<file path="config.mk">
export PLATFORM = sky130hd
export DESIGN_NAME = rslice_top
export DESIGN_NICKNAME = d
export VERILOG_FILES = /design/src/rtl/rslice_pkg.sv /design/src/rtl/rslice_ctrl.sv /design/src/rtl/rslice_dp.sv /design/src/rtl/rslice_top.sv
export SDC_FILE = /design/constraint.sdc
export NUM_CORES = 1
export LEC_CHECK = 0
export BUFFER_PORTS_ARGS = -buffer_cell sky130_fd_sc_hd__buf_2
export CAP_MARGIN = 30
export CORE_MARGIN = 3
export CORE_UTILIZATION = 33
export CTS_BUF_LIST = sky130_fd_sc_hd__clkbuf_2
export DETAILED_ROUTE_END_ITERATION = 6
export PLACE_DENSITY_LB_ADDON = 0.25
export SLEW_MARGIN = 20
export SYNTH_ARGS = -nofsm -noshare
export SYNTH_HDL_FRONTEND = slang
export SYNTH_SLANG_ARGS = --single-unit
</file>
<file path="constraint.sdc">
create_clock -name clk -period 2.88 [get_ports clk]
set_clock_uncertainty 0.05 [all_clocks]
set_input_delay 0.144 -clock clk [delete_from_list [all_inputs] [get_ports clk]]
set_output_delay 0.144 -clock clk [all_outputs]
set_load 0.03 [all_outputs]
</file>
<file path="src/rtl/rslice_pkg.sv">
package rslice_pkg;

  // Strobes from the switch controller to the datapath
  typedef struct packed {
    logic accept;   // register write taken in
    logic loadSel;  // standby path may take the new source
    logic restart;  // hand-over done: flip paths, clear counters
    logic idle;     // no switch in progress
  } slice_stb_t;

  typedef enum logic [1:0] {
    ST_IDLE     = 2'd0,
    ST_WAIT_OLD = 2'd1,
    ST_WAIT_NEW = 2'd2
  } slice_state_t;

endpackage

</file>
<file path="src/rtl/rslice_ctrl.sv">
module rslice_ctrl
  import rslice_pkg::*;
(
  input  logic       clk,
  input  logic       rstN,
  input  logic       wrEn,
  input  logic       stsRd,
  input  logic       oldPulse,
  input  logic       newPulse,
  output slice_stb_t stb,
  output logic       busy,
  output logic       stalled,
  output logic       wrDropped
);

  slice_state_t state, stateNext;

  always_comb begin
    stb       = '0;
    stb.idle  = (state == ST_IDLE);
    stateNext = state;
    case (state)
      ST_IDLE: if (wrEn) begin
        stb.accept = 1'b1;
        stateNext  = ST_WAIT_OLD;
      end
      ST_WAIT_OLD: if (oldPulse) begin
        stb.loadSel = 1'b1;
        stateNext   = ST_WAIT_NEW;
      end
      ST_WAIT_NEW: if (newPulse) begin
        stb.restart = 1'b1;
        stateNext   = ST_IDLE;
      end
      default: stateNext = ST_IDLE;
    endcase
  end

  always_ff @(posedge clk) begin
    if (!rstN) begin
      state     <= ST_IDLE;
      wrDropped <= 1'b0;
    end else begin
      state <= stateNext;
      if (wrEn && state != ST_IDLE) wrDropped <= 1'b1;
      else if (stsRd)               wrDropped <= 1'b0;
    end
  end

  assign busy    = (state != ST_IDLE);
  assign stalled = (state == ST_WAIT_OLD);

endmodule

</file>
<file path="src/rtl/rslice_dp.sv">
module rslice_dp
  import rslice_pkg::*;
#(
  parameter int NUM_SRC     = 8,
  parameter int SEL_W       = 3,
  parameter int PRE_W       = 3,
  parameter int POST_W      = 6,
  parameter bit HAS_PRE_DIV = 1'b1
) (
  input  logic               clk,
  input  logic               rstN,
  input  logic [NUM_SRC-1:0] srcEn,
  input  slice_stb_t         stb,
  input  logic               wrGate,
  input  logic [SEL_W-1:0]   wrSel,
  input  logic [PRE_W-1:0]   wrPre,
  input  logic [POST_W-1:0]  wrPost,
  output logic               oldPulse,
  output logic               newPulse,
  output logic               outEn,
  output logic               activePath,
  output logic [SEL_W-1:0]   selA,
  output logic [SEL_W-1:0]   selB
);

  logic [SEL_W-1:0]  pathSel [2];
  logic [PRE_W-1:0]  preVal  [2];
  logic [SEL_W-1:0]  pendSel;
  logic [PRE_W-1:0]  prePend;
  logic [POST_W-1:0] postVal;
  logic [POST_W-1:0] postCnt;
  logic              gateOn;
  logic              act;
  logic              run;
  logic [1:0]        pathPulse;
  logic [1:0]        prePulse;
  logic              muxPulse;
  logic              outQ;

  // Configuration and path selectors
  always_ff @(posedge clk) begin
    if (!rstN) begin
      pathSel[0] <= '0;
      pathSel[1] <= '0;
      preVal[0]  <= '0;
      preVal[1]  <= '0;
      pendSel    <= '0;
      prePend    <= '0;
      postVal    <= '0;
      gateOn     <= 1'b1;
      act        <= 1'b0;
    end else begin
      if (stb.accept) begin
        pendSel <= wrSel;
        prePend <= wrPre;
        postVal <= wrPost;
        gateOn  <= wrGate;
      end
      if (stb.loadSel) begin
        pathSel[~act] <= pendSel;
        preVal[~act]  <= prePend;
      end
      if (stb.restart) act <= ~act;
    end
  end

  assign run = stb.idle & gateOn;

  for (genvar p = 0; p < 2; p++) begin : g_path
    assign pathPulse[p] = srcEn[pathSel[p]] & run & (act == 1'(p));
    if (HAS_PRE_DIV) begin : g_pre
      logic [PRE_W-1:0] preCnt;
      always_ff @(posedge clk) begin
        if (!rstN || stb.restart) preCnt <= '0;
        else if (pathPulse[p])
          preCnt <= (preCnt == preVal[p]) ? '0 : preCnt + 1'b1;
      end
      assign prePulse[p] = pathPulse[p] & (preCnt == preVal[p]);
    end else begin : g_nopre
      logic unusedPreBits;
      assign unusedPreBits = ^preVal[p];
      assign prePulse[p]   = pathPulse[p];
    end
  end

  assign muxPulse = prePulse[act];

  // Shared post-divider with registered output
  always_ff @(posedge clk) begin
    if (!rstN || stb.restart) begin
      postCnt <= '0;
      outQ    <= 1'b0;
    end else begin
      outQ <= muxPulse && (postCnt == postVal);
      if (muxPulse) postCnt <= (postCnt == postVal) ? '0 : postCnt + 1'b1;
    end
  end

  assign oldPulse   = srcEn[pathSel[~act]];
  assign newPulse   = srcEn[pendSel];
  assign outEn      = outQ;
  assign activePath = act;
  assign selA       = pathSel[0];
  assign selB       = pathSel[1];

endmodule

</file>
<file path="src/rtl/rslice_top.sv">
module rslice_top
  import rslice_pkg::*;
#(
  parameter int NUM_SRC     = 8,
  parameter int PRE_W       = 3,
  parameter int POST_W      = 6,
  parameter bit HAS_PRE_DIV = 1'b1,
  localparam int SEL_W      = $clog2(NUM_SRC),
  localparam int CFG_W      = 1 + SEL_W + PRE_W + POST_W
) (
  input  logic               clk,
  input  logic               rstN,
  input  logic [NUM_SRC-1:0] srcEn,
  input  logic               wrEn,
  input  logic [CFG_W-1:0]   wrData,
  input  logic               stsRd,
  output logic               outEn,
  output logic               busy,
  output logic               stalled,
  output logic               wrDropped,
  output logic               activePath,
  output logic [SEL_W-1:0]   selA,
  output logic [SEL_W-1:0]   selB
);

  slice_stb_t stb;
  logic       oldPulse;
  logic       newPulse;

  rslice_ctrl ctrl_i (
    .clk       (clk),
    .rstN      (rstN),
    .wrEn      (wrEn),
    .stsRd     (stsRd),
    .oldPulse  (oldPulse),
    .newPulse  (newPulse),
    .stb       (stb),
    .busy      (busy),
    .stalled   (stalled),
    .wrDropped (wrDropped)
  );

  rslice_dp #(
    .NUM_SRC     (NUM_SRC),
    .SEL_W       (SEL_W),
    .PRE_W       (PRE_W),
    .POST_W      (POST_W),
    .HAS_PRE_DIV (HAS_PRE_DIV)
  ) dp_i (
    .clk        (clk),
    .rstN       (rstN),
    .srcEn      (srcEn),
    .stb        (stb),
    .wrGate     (wrData[0]),
    .wrSel      (wrData[SEL_W:1]),
    .wrPre      (wrData[SEL_W+PRE_W:SEL_W+1]),
    .wrPost     (wrData[CFG_W-1:SEL_W+PRE_W+1]),
    .oldPulse   (oldPulse),
    .newPulse   (newPulse),
    .outEn      (outEn),
    .activePath (activePath),
    .selA       (selA),
    .selB       (selB)
  );

endmodule

</file>
# Word level (Yosys, flattened, before mapping)
# Memory sizes are Yosys's and may differ from the RTL's.
# Index checks and enable logic that the tools add are counted.
# W data, S select, Z words.
[word_totals] regBits=30 ram_bits=12 input_bits=25 output_inout_bits=11 word_cells=82 mem_count=2
[op_classes] add_sub_neg=3 magnitude_cmp=5 n_eq_ne=8 n_mux=35 bitwise_logic=8 reduce_logical=10
[mem_list] memory="dp_i.pathSel" words=2 width=3 read_ports=3 rd_ports_with_merged_regs=0 write_ports=2 line="rslice_dp.sv:26" text="logic [SEL_W-1:0] pathSel [2];"
[mem_list] memory="dp_i.preVal" words=2 width=3 read_ports=2 rd_ports_with_merged_regs=0 write_ports=2 line="rslice_dp.sv:27" text="logic [PRE_W-1:0] preVal [2];"
[op_table] operator="$mux W1" count=22
[op_table] operator="$lt A3 B4 Y1 const B" count=4
[op_table] operator="$bmux W1 S3" count=4
[op_table] operator="$mux W3" count=4
[op_table] operator="$and A1 B1 Y1" count=7
[op_table] operator="$add A3 B1 Y3 const B" count=2
[op_table] operator="$add A6 B1 Y6 const B" count=1
[op_table] operator="$eq A3 B3 Y1" count=2
[op_table] operator="$eq A6 B6 Y1" count=1
[op_table] operator="$mux W2" count=3
[op_table] operator="$mux W6" count=1
[op_table] operator="$pmux W2 S3" count=1
[op_table] operator="$reduce_or A3 Y1" count=2
[op_table] operator="$ne A2 B1 Y1 const B" count=2
[op_table] operator="$reduce_bool A2 Y1" count=2
[op_table] operator="$reduce_and A3 Y1" count=1
[op_table] operator="$eq A2 B1 Y1 const B" count=1
[op_table] operator="$eq A2 B2 Y1 const B" count=1
[op_table] operator="$logic_and A1 B1 Y1" count=2
[op_table] operator="$logic_not A2 Y1" count=1
[op_table] operator="$lt A1 B2 Y1 const B" count=1
[op_table] operator="$ne A2 B2 Y1 const B" count=1
[op_table] operator="$logic_not A1 Y1" count=1
[op_table] operator="$logic_or A1 B1 Y1" count=1
[op_table] operator="$not A1 Y1" count=1

# Depth between registers and ports, before layout
# An unclocked memory read counts as a cell.
[logic_depth] ltp_word=11 depth_mapped=9 ltp_nobuf=6

# Hierarchy
# A second synthesis with hierarchy kept.
[unflattened] hier_cells=223 area_unflattened_um2=2254.7
[by_module_without_submodules] module="rslice_dp" instances=1 cells_each=204 area_each_um2=2093.3
[by_module_without_submodules] module="rslice_ctrl" instances=1 cells_each=19 area_each_um2=161.4

# Worst setup path before layout
# OpenSTA, ideal clock, no wires.
[synth_timing] path_type="reg2reg" from="register dp_i.act (netlist: dp_i.activePath)" to="memory dp_i.pathSel[0][0], enable pin" arrival_time_ns=2.218 slack_ns=0.289 path_stages_with_launch=8 synth_period_minus_slack_ns=2.591 path_cell_list="dfxtp_1 > buf_2 > inv_1 > or3_1 > o311ai_0 > o32ai_1 > nor4_1 > nand2b_1"
[synth_lines] element="start: declaration" line="rslice_dp.sv:33" text="logic act;"
[synth_lines] element="start signal: assignment" line="rslice_dp.sv:63" text="if (stb.restart) act <= ~act;"
[synth_lines] element="end: declaration" line="rslice_dp.sv:26"

==> run summary <==
Initial antenna violation count -> 0
Clock Tree Root -> clkbuf_2
Post-synth top area share -> 26.1%
R2R setup slack -> 410 ps
Combinational Power Share -> 20.8%
Vias in the first global route -> 1,682
Hold slack -> 23.4 ps
Core ar. -> 6570 µm²
Final Cycle Share -> 85.9%
CTS H-Tree Depth -> 2
GRT overflow -> 0
Diodes inserted -> 0
Via-per-instance ratio -> 4.77
Sw power -> 367 µW
Worst-Skew Late Latency -> 400 ps
Number of flops mapped to enable cells by yosys -> 12
Drt first pass iters -> 4
Pin count of the biggest net entering global routing -> 22
Rel. slew slack -> 60.5%
Clock Power Share -> 21.4%
CTS tree -> built
Routed WL -> 5000 µm
Setup TNS -> 0 ps
Type of the worst setup path -> reg2reg
Final ANT Viol Nets -> 0
Reg2reg end -> dp_i.preVal[1][1]$_SDFFCE_PN0P_
R2R Path Start -> dp_i.activePath$_SDFFE_PN0P_
Final min period -> 2470 ps
DRT iter0 DRCs -> 93
Synth async-reset ratio -> 0%
Die Ht -> 89.5 µm
Status -> complete, no violations
Commonest non-fill, non-tap cell in the layout -> nand2_1
Final core occ -> 41.5%
Critical path endpoint -> dp_i.preVal[1][1]$_SDFFCE_PN0P_
Dominant cells by area after synthesis -> dfxtp_1 (26%), edfxtp_1 (16%), nand2_1 (6.2%)
Sw Share -> 31.3%
Critical path data arrival time -> 2530 ps
Die Wd -> 89.5 µm
Hold Vio Cnt, Final -> 0
Worst-path clk slew -> 210 ps
Int Pwr -> 807 µW
Fill count -> 676
Non-filler instance count after layout -> 390
FF-to-FF path depth -> 6
Die ar. -> 8010 µm²
Crit path capture type -> flop
Post-Syn Area per Cell -> 9.28 µm²
Ys flop type -> dfxtp_1
IO Pins -> 36
Placed cell count -> 367
Hpwl dp -> 3720 µm
MaxCap Viol Count -> 0
Post-synth cell types -> 45
Final routed wire length divided by cell count -> 12.8 µm
Syn Inst Count -> 248
Setup crit start -> dp_i.activePath$_SDFFE_PN0P_
Final #Nets -> 324
Share of layout cells above drive strength 1 -> 17.2%
Cell area after synthesis -> 2300 µm²
Register area share after synthesis -> 41.7%
VDD IR-drop max -> 0.227 mV
Initial core utilization -> 35.1%
Global-route wire length before repair -> 8210 µm
Remaining DRCs -> 0
Commonest cells after routing, fill and taps aside -> nand2_1 (38), buf_2 (35), dfxtp_1 (30)
Maximum clock rate -> 404 MHz
Ys Warns -> 0
FP Rows -> 29
CP Max Fanout -> 9
Final setup violation count -> 0
P&R area growth vs syn -> 18.4%
Seq pwr share -> 57.8%
Num CTS Buffers -> 5
Clk sinks -> 42
Power Density -> 431 nW/µm²
Port Buffers -> 35
CP required -> 2940 ps
Startpoint types -> flop
HP Class -> in2reg
Clock Path Buffers -> 2
Worst slew pin tran -> 588 ps
Total GRT Usage -> 13.3%
GPL Wtd Cong -> 0.875
Syn_nets -> 276
Top cell type by total area after synthesis -> dfxtp_1
RSZ-0062 raised after global routing -> false
Via count -> 1,859
Slew Viols, Final -> 0
Synth Register Bits -> 42
Leakage power -> 0.00113 µW
==> layout make-up <==
cell class	instances	area (µm²)	share of cell area (%)
sequential	42	961	35.3
clock buffer	5	25.0	0.918
timing repair buffer	52	340	12.5
tap	93	116	4.27
inverter	9	33.8	1.24
multi-input combinational	186	1230	45.3
clock inverter	3	15.0	0.551
==> sequential cells by signal, summed over array words and instances (netlist names) <==
name and cells:
dp_i.pendSel 3, dp_i.preVal 6, dp_i.gateOn 1, ctrl_i.state 2
dp_i.g_path.g_pre.preCnt 6, dp_i.activePath 1, dp_i.outEn 1, dp_i.pathSel 6
ctrl_i.wrDropped 1, dp_i.prePend 3, dp_i.postCnt 6, dp_i.postVal 6
==> cell families (layout without fill, tap and decap cells) <==
family	Yosys count	count (layout)	synth area share, %
buffers and inverters	20	69	4.67
AO/OA/AOI/OAI	44	44	13.7
multiplexers	17	17	8.86
AND/OR/NAND/NOR	104	104	22.6
flip-flops	42	42	41.7
XOR/XNOR	18	18	6.85
adder cells (fa/ha/maj)	3	3	1.63
==> per-layer routing <==
metal / routed length [µm] / vias to the layer above / global-route usage [%]
li1: - / 959 / -
met1: 2520 / 846 / 18.5
met2: 2220 / 46 / 20.3
met3: 185 / 8 / 3.23
met4: 72 / 0 / 4.19
met5: 0 / - / 0
==> power by group through the flow <==
stage / Combinational [µW] / Sequential (µW) / Clock, µW
global placement: 227 / 690 / 0
finish: 244 / 678 / 252
global route: 272 / 684 / 291
detailed placement: 229 / 691 / 0
floorplan: 166 / 689 / 0
CTS: 246 / 679 / 266
==> synthesized netlist by cell type, types with 3 or more instances <==
master     n
a21boi_0  15
a21oi_1    5
a22oi_1    3
a31o_1     3
and2_1    18
and3_1     4
buf_6      4
clkbuf_1   5
dfxtp_1   30
edfxtp_1  12
ha_1       3
inv_1      9
mux2i_1   11
nand2_1   38
nand2b_1   4
nand3_1    3
nand4_1    4
nor2_1    17
nor3_1     3
nor4_1     3
o211ai_1   3
o21ai_0    4
or3_1      3
xnor2_1    8
xor2_1    10
==> worst max-delay path, cell delays in order, from the launching register on <==
cell	delay (ps)
dfxtp_1	570
inv_1	190
or3_1	390
o311ai_0	100
o32ai_1	220
nor4_1	350
nand2b_1	320
==> timing repair <==
action                                 in CTS  in global routing
resized for setup                           0                  0
endpoints found under the hold margin      14                  0
hold buffers                               15                  0
setup buffers                               0                  0
==> stage by stage <==
stage | instance area, µm² | setup WS (ps) | power, µW
after floorplan | 2300 | 289 | 855
after global placement | 2530 | 517 | 917
after detailed placement | 2530 | 433 | 920
after CTS | 2730 | 373 | 1190
after global routing | 2730 | 248 | 1250
final | 2730 | 407 | 1170
==> worst min path at each step <==
stage / start / endpoint / slack (ps) / cells past startpoint
after floorplan: wrData[0] / dp_i.gateOn$_SDFFE_PN1P_ / 220 / 2
after global placement: wrData[0] / dp_i.gateOn$_SDFFE_PN1P_ / 310 / 3
after detailed placement: wrData[0] / dp_i.gateOn$_SDFFE_PN1P_ / 310 / 3
after CTS: rstN / dp_i.gateOn$_SDFFE_PN1P_ / 3 / 2
after global routing: rstN / dp_i.gateOn$_SDFFE_PN1P_ / 4 / 2
final: rstN / dp_i.gateOn$_SDFFE_PN1P_ / 20 / 2
No activity file was read; power rests on OpenSTA's default activity.
